File: src/rtl/lpc_tgt_pkg.sv
package lpc_tgt_pkg;

  localparam int LAD_W     = 4;
  localparam int DATA_NIBS = 2;
  localparam int DATA_W    = LAD_W * DATA_NIBS;

  localparam logic [LAD_W-1:0] NIB_START = 4'b0000;
  localparam logic [LAD_W-1:0] NIB_READY = 4'b0000;
  localparam logic [LAD_W-1:0] NIB_ONES  = 4'b1111;
  localparam logic [1:0]       MEM_KIND  = 2'b01;

  typedef enum logic [3:0] {
    ST_IDLE,
    ST_TYPE,
    ST_ADDR,
    ST_WDAT0,
    ST_WDAT1,
    ST_HTAR0,
    ST_HTAR1,
    ST_SYNC,
    ST_RDAT0,
    ST_RDAT1,
    ST_TTAR0,
    ST_TTAR1,
    ST_SKIP
  } lpcState_e;

  typedef enum logic [1:0] {
    DRV_SYNC,
    DRV_DLO,
    DRV_DHI,
    DRV_ONES
  } drvSel_e;

  typedef struct packed {
    logic                 addrShift;
    logic [DATA_NIBS-1:0] wdLoad;
    logic                 rdLoad;
    logic                 drvEn;
    drvSel_e              drvSel;
  } dpCtrl_t;

endpackage

File: src/rtl/lpc_tgt_ctrl.sv
module lpc_tgt_ctrl
  import lpc_tgt_pkg::*;
#(
  parameter int ADDR_NIBS = 8
) (
  input  logic             clk,
  input  logic             rstN,
  input  logic             frameN,
  input  logic [LAD_W-1:0] ladIn,
  output dpCtrl_t          dpCtrl,
  output logic             memWe,
  output logic             memRe
);

  localparam int CNT_W = (ADDR_NIBS > 1) ? $clog2(ADDR_NIBS) : 1;
  localparam logic [CNT_W-1:0] CNT_LAST = CNT_W'(ADDR_NIBS - 1);

  lpcState_e        state;
  lpcState_e        nextState;
  logic             isWrite;
  logic [CNT_W-1:0] nibCnt;
  logic             startSeen;

  assign startSeen = !frameN && (ladIn == NIB_START);

  // next-state: a low frame overrides every state
  always_comb begin
    nextState = state;
    if (!frameN) begin
      nextState = startSeen ? ST_TYPE : ST_IDLE;
    end else begin
      unique case (state)
        ST_IDLE:  nextState = ST_IDLE;
        ST_TYPE:  nextState = (ladIn[3:2] == MEM_KIND) ? ST_ADDR : ST_SKIP;
        ST_ADDR:  if (nibCnt == CNT_LAST) nextState = isWrite ? ST_WDAT0 : ST_HTAR0;
        ST_WDAT0: nextState = ST_WDAT1;
        ST_WDAT1: nextState = ST_HTAR0;
        ST_HTAR0: nextState = ST_HTAR1;
        ST_HTAR1: nextState = ST_SYNC;
        ST_SYNC:  nextState = isWrite ? ST_TTAR0 : ST_RDAT0;
        ST_RDAT0: nextState = ST_RDAT1;
        ST_RDAT1: nextState = ST_TTAR0;
        ST_TTAR0: nextState = ST_TTAR1;
        ST_TTAR1: nextState = ST_IDLE;
        ST_SKIP:  nextState = ST_SKIP;
        default:  nextState = ST_IDLE;
      endcase
    end
  end

  always_ff @(posedge clk) begin
    if (!rstN) begin
      state   <= ST_IDLE;
      isWrite <= 1'b0;
      nibCnt  <= '0;
      memWe   <= 1'b0;
      memRe   <= 1'b0;
    end else begin
      state <= nextState;
      if (state == ST_TYPE) isWrite <= ladIn[1];
      nibCnt <= (state == ST_ADDR && frameN) ? nibCnt + 1'b1 : '0;
      memWe  <= frameN && (state == ST_WDAT1);
      memRe  <= frameN && (state == ST_HTAR0) && !isWrite;
    end
  end

  // strobes toward the datapath
  always_comb begin
    dpCtrl           = '0;
    dpCtrl.drvSel    = DRV_SYNC;
    dpCtrl.addrShift = frameN && (state == ST_ADDR);
    dpCtrl.wdLoad[0] = frameN && (state == ST_WDAT0);
    dpCtrl.wdLoad[1] = frameN && (state == ST_WDAT1);
    dpCtrl.rdLoad    = (state == ST_SYNC) && !isWrite;
    unique case (state)
      ST_SYNC:  begin dpCtrl.drvEn = 1'b1; dpCtrl.drvSel = DRV_SYNC; end
      ST_RDAT0: begin dpCtrl.drvEn = 1'b1; dpCtrl.drvSel = DRV_DLO;  end
      ST_RDAT1: begin dpCtrl.drvEn = 1'b1; dpCtrl.drvSel = DRV_DHI;  end
      ST_TTAR0: begin dpCtrl.drvEn = 1'b1; dpCtrl.drvSel = DRV_ONES; end
      default:  begin dpCtrl.drvEn = 1'b0; dpCtrl.drvSel = DRV_SYNC; end
    endcase
  end

  AST_WE_ONE_CLOCK: assert property (@(posedge clk) disable iff (!rstN)
    memWe |=> !memWe);

  AST_RE_ONE_CLOCK: assert property (@(posedge clk) disable iff (!rstN)
    memRe |=> !memRe);

  AST_STROBES_EXCLUSIVE: assert property (@(posedge clk) disable iff (!rstN)
    !(memWe && memRe));

  AST_ABORT_TO_START: assert property (@(posedge clk) disable iff (!rstN)
    !frameN |=> (state == ST_IDLE || state == ST_TYPE));

  AST_SKIP_SILENT: assert property (@(posedge clk) disable iff (!rstN)
    (state == ST_SKIP) |-> (!dpCtrl.drvEn && !memWe && !memRe));

  AST_DRIVE_OPENS_WITH_SYNC: assert property (@(posedge clk) disable iff (!rstN)
    (dpCtrl.drvEn && !$past(dpCtrl.drvEn)) |-> (dpCtrl.drvSel == DRV_SYNC));

endmodule

File: src/rtl/lpc_tgt_dpath.sv
module lpc_tgt_dpath
  import lpc_tgt_pkg::*;
#(
  parameter int ADDR_W = 32
) (
  input  logic              clk,
  input  logic              rstN,
  input  logic [LAD_W-1:0]  ladIn,
  input  dpCtrl_t           dpCtrl,
  input  logic [DATA_W-1:0] memRdata,
  output logic [ADDR_W-1:0] memAddr,
  output logic [DATA_W-1:0] memWdata,
  output logic [LAD_W-1:0]  ladOut,
  output logic              ladOe
);

  logic [ADDR_W-1:0] addrQ;
  logic [DATA_W-1:0] wdQ;
  logic [DATA_W-1:0] rdQ;

  // address enters most significant nibble first
  always_ff @(posedge clk) begin
    if (!rstN) begin
      addrQ <= '0;
    end else if (dpCtrl.addrShift) begin
      addrQ <= {addrQ[ADDR_W-LAD_W-1:0], ladIn};
    end
  end

  // write data lanes, least significant nibble first
  for (genvar g = 0; g < DATA_NIBS; g++) begin : gWdLane
    always_ff @(posedge clk) begin
      if (!rstN) begin
        wdQ[g*LAD_W +: LAD_W] <= '0;
      end else if (dpCtrl.wdLoad[g]) begin
        wdQ[g*LAD_W +: LAD_W] <= ladIn;
      end
    end
  end

  always_ff @(posedge clk) begin
    if (!rstN) begin
      rdQ <= '0;
    end else if (dpCtrl.rdLoad) begin
      rdQ <= memRdata;
    end
  end

  always_comb begin
    ladOut = '0;
    if (dpCtrl.drvEn) begin
      unique case (dpCtrl.drvSel)
        DRV_SYNC: ladOut = NIB_READY;
        DRV_DLO:  ladOut = rdQ[LAD_W-1:0];
        DRV_DHI:  ladOut = rdQ[DATA_W-1:LAD_W];
        DRV_ONES: ladOut = NIB_ONES;
        default:  ladOut = NIB_ONES;
      endcase
    end
  end

  assign ladOe    = dpCtrl.drvEn;
  assign memAddr  = addrQ;
  assign memWdata = wdQ;

  AST_ADDR_HOLDS: assert property (@(posedge clk) disable iff (!rstN)
    !dpCtrl.addrShift |=> $stable(memAddr));

  AST_WDATA_HOLDS: assert property (@(posedge clk) disable iff (!rstN)
    (dpCtrl.wdLoad == '0) |=> $stable(memWdata));

  AST_RELEASE_AFTER_ONES: assert property (@(posedge clk) disable iff (!rstN)
    (dpCtrl.drvEn && dpCtrl.drvSel == DRV_ONES) |=> !ladOe);

  AST_READY_ONLY: assert property (@(posedge clk) disable iff (!rstN)
    (ladOe && dpCtrl.drvSel == DRV_SYNC) |-> (ladOut == NIB_READY));

endmodule

File: src/rtl/lpc_mem_target.sv
module lpc_mem_target
  import lpc_tgt_pkg::*;
#(
  parameter int ADDR_W = 32
) (
  input  logic              clk,
  input  logic              rstN,
  input  logic              frameN,
  input  logic [3:0]        ladIn,
  output logic [3:0]        ladOut,
  output logic              ladOe,
  output logic [ADDR_W-1:0] memAddr,
  output logic [7:0]        memWdata,
  output logic              memWe,
  output logic              memRe,
  input  logic [7:0]        memRdata
);

  localparam int ADDR_NIBS = ADDR_W / LAD_W;

  dpCtrl_t dpCtrl;

  lpc_tgt_ctrl #(
    .ADDR_NIBS (ADDR_NIBS)
  ) i_ctrl (
    .clk    (clk),
    .rstN   (rstN),
    .frameN (frameN),
    .ladIn  (ladIn),
    .dpCtrl (dpCtrl),
    .memWe  (memWe),
    .memRe  (memRe)
  );

  lpc_tgt_dpath #(
    .ADDR_W (ADDR_W)
  ) i_dpath (
    .clk      (clk),
    .rstN     (rstN),
    .ladIn    (ladIn),
    .dpCtrl   (dpCtrl),
    .memRdata (memRdata),
    .memAddr  (memAddr),
    .memWdata (memWdata),
    .ladOut   (ladOut),
    .ladOe    (ladOe)
  );

  AST_RESET_QUIET: assert property (@(posedge clk)
    !rstN |=> (!ladOe && !memWe && !memRe));

endmodule

File: config.mk
export PLATFORM = sky130hd
export DESIGN_NAME = lpc_mem_target
export DESIGN_NICKNAME = d
export VERILOG_FILES = /design/src/rtl/lpc_tgt_pkg.sv /design/src/rtl/lpc_tgt_ctrl.sv /design/src/rtl/lpc_tgt_dpath.sv /design/src/rtl/lpc_mem_target.sv
export SDC_FILE = /design/constraint.sdc
export NUM_CORES = 1
export LEC_CHECK = 0
export ABC_AREA = 1
export BUFFER_PORTS_ARGS = -buffer_cell sky130_fd_sc_hd__buf_4
export CAP_MARGIN = 40
export CORE_AREA = 2 2 71 73
export DETAILED_ROUTE_END_ITERATION = 10
export DIE_AREA = 0 0 73 75
export PLACE_DENSITY = 0.76
export RECOVER_POWER = 100
export SETUP_SLACK_MARGIN = 0.15
export SLEW_MARGIN = 25
export SYNTH_ARGS = -nofsm -noshare
export SYNTH_HDL_FRONTEND = slang
export SYNTH_HIERARCHICAL = 1
export SYNTH_SLANG_ARGS = --single-unit
File: constraint.sdc
create_clock -name clk -period 2.2 [get_ports clk]
set_clock_uncertainty 0.2 [all_clocks]
set_input_delay 0.44 -clock clk [delete_from_list [all_inputs] [get_ports clk]]
set_output_delay 0.44 -clock clk [all_outputs]
set_load 0.005 [all_outputs]
== Yosys cells after proc, flatten, opt, wreduce, memory -nomap -nowiden ==
Index checks and enable logic that the tools add are counted.

* Reduce and logical (&&, ||, !) cells: 12
* Equal/unequal tests: 17
* Muxes and demuxes: 10
* $add $sub $neg: 1

{| class="wikitable"
|+ Operator list
! kind !! count
|-
| $pmux 4 s11 || 1
|-
| $eq 4x3->1 const B || 4
|-
| $eq 4x4->1 const B || 4
|-
| $mux 4 || 4
|-
| $pmux 4 s4 || 1
|-
| $pmux 3 s4 || 1
|-
| $eq 4x2->1 const B || 2
|-
| $logic_and 1x1->1 || 7
|-
| $eq 2x1->1 const B || 2
|-
| $eq 2x2->1 const B || 2
|-
| $eq 4x1->1 const B || 1
|-
| $logic_not 4->1 || 1
|-
| $add 3x1->3 const B || 1
|-
| $eq 3x3->1 const B || 1
|-
| $mux 3 || 1
|-
| $ne 3x2->1 const B || 1
|-
| $logic_not 1->1 || 2
|-
| $logic_not 2->1 || 1
|-
| $mux 2 || 1
|-
| $reduce_and 2->1 || 1
|-
| $mux 1 || 1
|}

* Flip-flop bits (word level): 58

== Longest topological paths before layout ==
Gate-level depths: netlist (run 1).

* Depth in word-level cells: 5
* Gate-level depth with buffers: 8

== Hierarchy ==
Netlist (run 1), hierarchy kept.

{| class="wikitable"
|+ Modules (own cells, without submodules)
! module !! area each (µm²) !! sequential area each (µm²) !! cells each !! instances
|-
| lpc_tgt_dpath || 1773.0 || 960.9 || 232 || 1
|-
| lpc_tgt_ctrl || 566.8 || 200.2 || 80 || 1
|}

== Least setup slack after synthesis (run 1) ==
No wires, ideal clock.

* Path kind: reg-to-output
* From: reg i_ctrl.state[3]
* To: out ladOut[0]
* Stages on the path, launching flop included: 5
* Arrival time: 1.174 ns
* Setup slack: 0.386 ns
* Path through: dfxtp_1 > inv_1 > nor3_1 > a21oi_1 > nor2_1

{| class="wikitable"
|+ RTL lines
! item !! RTL line !! text
|-
| start, declared || lpc_tgt_ctrl.sv:18 || <nowiki>lpcState_e state;</nowiki>
|-
| start signal, assigned || lpc_tgt_ctrl.sv:59 || <nowiki>state <= nextState;</nowiki>
|-
| end, declared || lpc_mem_target.sv:10 || <nowiki>output logic [3:0] ladOut,</nowiki>
|}

== Worst setup path in the final report (run 1) ==
* From: reg i_ctrl.state[0]
* To: out ladOut[2]

* Cells in the longest elaborated chain, start to end: 5
* Elaborated cells between the ends (all ways): 11

{| class="wikitable"
|+ RTL lines
! item !! RTL line !! text
|-
| $eq 4x4->1 or $eq 4x3->1 (tied branches) || lpc_tgt_ctrl.sv:75 || <nowiki>unique case (state)</nowiki>
|-
| $pmux 3 s4 * || lpc_tgt_ctrl.sv:75 ||
|-
| $eq 2x2->1, or another cell as far along || lpc_tgt_dpath.sv:52 || <nowiki>unique case (dpCtrl.drvSel)</nowiki>
|-
| $pmux 4 s4 || lpc_tgt_dpath.sv:52 ||
|-
| $mux 4 * || lpc_tgt_dpath.sv:51 || <nowiki>if (dpCtrl.drvEn) begin</nowiki>
|}

Mark *: on every way between the ends. The rest lies on a longest branch, timed or not.

==> impl_metrics.toml, run 1 <==
[global_route]
grt_pass1_wl_microns = 8776
grt_max_degree = 54
grt_pass1_vias = 1937
grt-ovfl-total = 0
grt_util_all_layers_pct = 21.25
antenna_found_initial = 0

[sta]
finalHoldViolations = 0
rsz0062_at_grt = "true"
hold_ws_ns = 0.1321
setup_viol = 0
period_share_pct = 93.33
clock.fmax_mhz = 487.0
worstMarginPinSlew_ns = 0.8745
setup_tns_ns = 0
timing.slew.headroom_pct = 41.70
slew_viol_final = 0
min_period_ns = 2.053

[power]
vdd_drop_max_v = 0.0005267
p_per_area_nw_per_um2 = 703.2
cellLeakagePower_nw = 1.472

[synthesis]
ys.flop_type = "dfxtp_1"
yosys_warnings = 6
synth_most_common_cell = "nor2_1"
synth_area_sq_um = 2340
muxShareOfSynthArea_pct = 0
synth_common_cells = "113 x nor2_1, 58 x dfxtp_1, 38 x o21ai_0, 30 x nand2_1, 16 x inv_1"
synth_top_area_share_pct = 49.63
syn_avg_cell_area_sq_um = 7.499
seq_area_frac_synth_pct = 49.63
yosysTopAreaCell = "dfxtp_1"
synth-xor-area-share_pct = 0
synth_fa_ha_area_share_pct = 1.070
synth_edf_count = 0
synth_cells = 312
synth_seq_cells = 58
synth_nets = 329
ys_top_cells_by_area = "dfxtp_1 50%, nor2_1 18%, o21ai_0 8.1%"
synth-simple-area-share_pct = 27.91
synth_top_family_by_area = "simple AND/OR/NAND/NOR gates"
synth_compound_area_share_pct = 12.99
async_flop_share_pct = 0
ys_types = 25

[placed_design]
routabilityCongestion = 0.8380
hpwl_microns = 3566
placed_area_sq_um = 2778
port_buffers = 61

[layout]
utilization_pct = 65.23
drive_gt1_share_pct = 25.59
final_cell_area_sq_um = 3040
area.growth.synth_to_final_pct = 29.95
insertedDiodeCount = 0
nets = 395

[drt]
drc = 0
vias = 2180
drt-initial-drc-count = 200
postRouteAntennaNets = 0
dr.pass1.iters = 4
drt-total-wl_microns = 5464
via_per_inst = 4.989
post_drt_wl_per_cell_microns = 12.50

[clocking]
cts_tree = "done"
clock_sinks = 58
hold_buffers = 0
clock_latency_ns = 0.33
cts_buffer_depth = 2
cts_made_buffers = 9
root_buffer = "clkbuf_8"
clk_pin_slew_ns = 0.06
ctsHtreeMaxLevel = 3

[floorplanning]
coreArea_sq_um = 4661
initial_core_util_pct = 50.20
die_y_microns = 75
die_x_microns = 73
io_pins = 62
num_rows = 25
dieArea_sq_um = 5475

[setup_path]
cp-end-kind = "output port"
slowest_delay_ns = 0.38
start_kind = "flop"
critPathSlowestCell = "dfxtp_4"
critPathMaxFanout = 8
cp.required_ns = 1.56
arrival_ns = 1.41
crit_chain = "nand2_1, nand3_4, nand2_4, o21ai_0, nor2_1, buf_4"
critical_path_class = "reg2out"

[outcome]
outcome = "finished, final reports clean"

[hold_path]
hold_class = "in2reg"

[job]
drv_cap = 0
## where the power goes
part | switching (mW) | internal, mW
registers | 0.00220 | 1.05
logic | 0.0358 | 0.0256
clock network | 0.413 | 0.613
## layout by cell type, fill, tap and decap left out
cell       count
nor2_1       114
dfxtp_1       54
o21ai_0       43
clkbuf_4      41
nand2_1       29
buf_4         20
inv_1         14
clkbuf_8      12
a21oi_1        7
nand3_1        5
clkbuf_1       5
inv_2          3
nor2_4         3
nor3_1         3
o21ai_2        3
dfxtp_4        3
clkinv_2       2
ha_1           2
clkbuf_2       2
clkinv_4       1
bufinv_16      1
nand3_4        1
inv_4          1
nand4_1        1
nand2_4        1
nor3_4         1
nand2_2        1
clkinv_1       1
a211oi_1       1
a31oi_1        1
o211ai_1       1
nand3b_1       1
nor4_1         1
dfxtp_2        1
o21ai_1        1
buf_6          1
buf_1          1
## critical path, delay by kind of cell, from the launching register on
kind,cells,cell delay [ns]
flops,1,0.38
compound gates,1,0.09
buf+inv,1,0.12
simple gates,4,0.50
## per-stage QoR
| stage | instances | worst slack, ns | total power, mW |
|---|---|---|---|
| floorplan | 312 | 0.3855 | 1.111 |
| CTS | 436 | 0.1432 | 2.157 |
| global route | 437 | 0.02420 | 2.205 |
| finish | 437 | 0.1468 | 2.138 |
| detailed placement | 417 | 0.3755 | 1.139 |
| global placement | 417 | 0.4252 | 1.139 |
## area by class of cell
cell class / count / area [sq um]
inverters: 19 / 73.82
repair buffers: 70 / 501.7
clock buffers: 12 / 165.2
fillers: 417 / 1620
clock inverters: 4 / 48.80
multi-input cells: 220 / 1010
well taps: 54 / 67.56
flip-flops and latches: 58 / 1174
## cell families after synthesis
family | after synthesis
AND/OR/NAND/NOR | 161
flip-flops | 58
AO/OA/AOI/OAI | 57
buffers and inverters | 34
adder cells (fa/ha/maj) | 2
## state kept, by name (all words and copies together) (netlist names)
register / cells
i_ctrl/state: 4
i_ctrl/memRe: 1
i_dpath/memWdata: 8
i_ctrl/memWe: 1
i_dpath/memAddr: 32
i_ctrl/nibCnt: 3
i_dpath/rdQ: 8
i_ctrl/isWrite: 1
## worst paths after layout
check / slack (ns) / start / cells past startpoint / end
max: 0.15 / i_ctrl/state[0] / 6 / ladOut[2]
min: 0.13 / memRdata[0] / 3 / i_dpath/rdQ[0]
max reg2reg: 0.25 / i_ctrl/state[2] / 6 / i_dpath/memAddr[3]
min reg2reg: 0.24 / i_ctrl/nibCnt[0] / 1 / i_ctrl/nibCnt[0]
## metal layers
| layer | up-vias | part of all wire [%] | GRT usage, % |
|---|---|---|---|
| met1 | 976 | 47 | 27.17 |
| met3 | 11 | 4.9 | 5.489 |
| li1 | 1132 | - | - |
| met5 | - | 0 | 0 |
| met2 | 61 | 46 | 32.63 |
| met4 | 0 | 2.4 | 12.35 |
## timing repair
action	CTS	global route
gates resized for setup	9	15
setup endpoints to repair	5	5
buffers inserted	3	1
pin swaps	2	5
No activity file was read; power rests on OpenSTA's default activity.
==> inputs of run 2 (changes only) <==
==> constraint.sdc (replaced) <==
create_clock -name clk -period 2 [get_ports clk]
set_clock_uncertainty 0.2 [all_clocks]
set_input_delay 0.4 -clock clk [delete_from_list [all_inputs] [get_ports clk]]
set_output_delay 0.4 -clock clk [all_outputs]
set_load 0.005 [all_outputs]
==> run 2 against run 1 <==
  * The flow now finishes with violations (setup timing)
  * First-iteration DRC count is 12% higher
  * Worst setup slack worse by 0.16 ns
  * Power is 4.1% higher
  * Non-clock buffer count is 9 higher
==> impl_metrics.toml, run 2 (synthesized netlist as in run 1, its figures left out) <==
[outcome]
outcome = "complete, but fails checks"
violations = "setup timing"

[global_route]
grt_pass1_vias = 2044
antenna_found_initial = 0
grt_util_all_layers_pct = 21.60
grt-ovfl-total = 0
grt_max_degree = 37
grt_pass1_wl_microns = 8963

[drt]
wl_met2_microns = 2740
drt-initial-drc-count = 223
via_per_inst = 5.072
postRouteAntennaNets = 0
post_drt_wl_per_cell_microns = 13.07
drt-total-wl_microns = 5829
drt-met1-wl_microns = 2598
met3WireLength_microns = 357
dr.pass1.iters = 5
vias = 2262
drc = 0
dr.max_layer_used = "met4"

[floorplanning]
die_y_microns = 75
dieArea_sq_um = 5475
io_pins = 62
coreArea_sq_um = 4661
num_rows = 25
initial_core_util_pct = 50.20
die_x_microns = 73

[sta]
rsz0062_at_grt = "true"
timing.slew.headroom_pct = 67.27
min_period_ns = 2.010
worstMarginPinSlew_ns = 0.4891
finalHoldViolations = 0
period_share_pct = 100.5
setup_tns_ns = -0.009567
setup_slack_ns = -0.009567
setup_viol = 1
slew_viol_final = 0
clock.fmax_mhz = 497.6

[clocking]
clk_pin_slew_ns = 0.07
root_buffer = "clkbuf_8"
cts_tree = "done"
ctsHtreeMaxLevel = 3
hold_buffers = 0
cts_made_buffers = 9
cts_buffer_depth = 2
clock_sinks = 58
clock_latency_ns = 0.33

[layout]
largest_reg_flops = 32
final_cell_area_sq_um = 3202
nets = 404
seqCellArea_sq_um = 1176
drive_gt1_share_pct = 32.40
stdcell_count = 446
final_common_cell = "nor2_1"
fill_cells = 394
insertedDiodeCount = 0
area.growth.synth_to_final_pct = 36.84
most-common-layout-cells = "108 x nor2_1, 73 x buf_4, 54 x dfxtp_1"
multi_input_area_sq_um = 1067

[placed_design]
hpwl_microns = 3685
port_buffers = 61
placed_cells = 420
pre_cts_ws_ns = 0.2404
placed_area_sq_um = 2813
routabilityCongestion = 0.8319

[setup_path]
reg2reg_slack_ns = 0.11
cp-end-kind = "output port"
rr_endpoint = "i_dpath/rdQ[6]"
critPathMaxFanout = 8
cp.required_ns = 1.40
arrival_ns = 1.41
rr_worst_depth = 10
critical_path_class = "reg2out"
start_kind = "flop"
r2r_start = "i_ctrl/state[3]"

[hold_path]
hp-start = "memRdata[1]"
hold_class = "in2reg"
worstHoldEndpoint = "i_dpath/rdQ[1]"
min_path_cells = 3

[power]
vdd_drop_max_v = 0.0006717
cellLeakagePower_nw = 1.579
p_per_area_nw_per_um2 = 695.1

[job]
drv_cap = 0
==> run 2: cell types whose count changed in the layout (fill, tap and decap cells not counted), sizes merged <==
cell | before | now
clkbuf | 60 | 15
bufinv | 1 | 0
inv | 18 | 19
clkinvlp | 0 | 1
buf | 22 | 79
clkinv | 4 | 0
==> run 2: how the worst max path moves through the flow <==
stage / start / end / slack [ns] / cells past startpoint
global route: i_ctrl/state[2] / ladOut[1] / -0.07 / 5
floorplan: i_ctrl/state[3] / ladOut[0] / 0.23 / 4
finish: i_ctrl/state[2] / ladOut[1] / -0.01 / 5
detailed placement: i_ctrl/state[0] / ladOut[2] / 0.24 / 6
global placement: i_ctrl/state[3] / ladOut[3] / 0.27 / 6
CTS: i_ctrl/state[2] / ladOut[1] / 0.06 / 5
==> run 2: repair_timing <==
action / CTS / global route
setup buffers: 9 / 1
endpoints found under the setup margin: 5 / 14
pin swaps: 3 / 16
resized for setup: 20 / 27
==> run 2: through the flow <==
stage	total power, mW	hold WS (ns)	util, %
5_1_grt	2.303	0.09479	68.70
2_1_floorplan	1.222	0.1990	-
4_1_cts	2.238	0.08476	66.98
6_report	2.226	0.08226	68.70
3_3_place_gp	1.255	0.2164	60.35
3_5_place_dp	1.255	0.2240	60.35
==> run 2: report_power, final <==
| part | switching [mW] | internal, mW |
|---|---|---|
| Combinational | 0.0443 | 0.0331 |
| Clock | 0.440 | 0.553 |
| Sequential | 0.00258 | 1.15 |
| Total | 0.487 | 1.74 |
==> run 2: critical path, stage by stage, from the launching register on <==
cell,delay [ns]
dfxtp_4,0.37
nor3_2,0.22
buf_4,0.19
a21oi_1,0.07
nor2_1,0.10
buf_4,0.12
==> run 2: per-layer routing <==
metal	track usage, %	vias up
li1	-	1146
met1	26.62	1029
met2	33.93	76
met3	6.693	11
met4	11.73	0
met5	0	-
==> run 2: final cells by class <==
cell class	instances	area share, %
multi-input cells	220	33.33
repair buffers	79	19.77
clock inverters	1	0.2345
clock buffers	15	5.510
flip-flops and latches	58	36.73
inverters	19	2.306
well taps	54	2.110
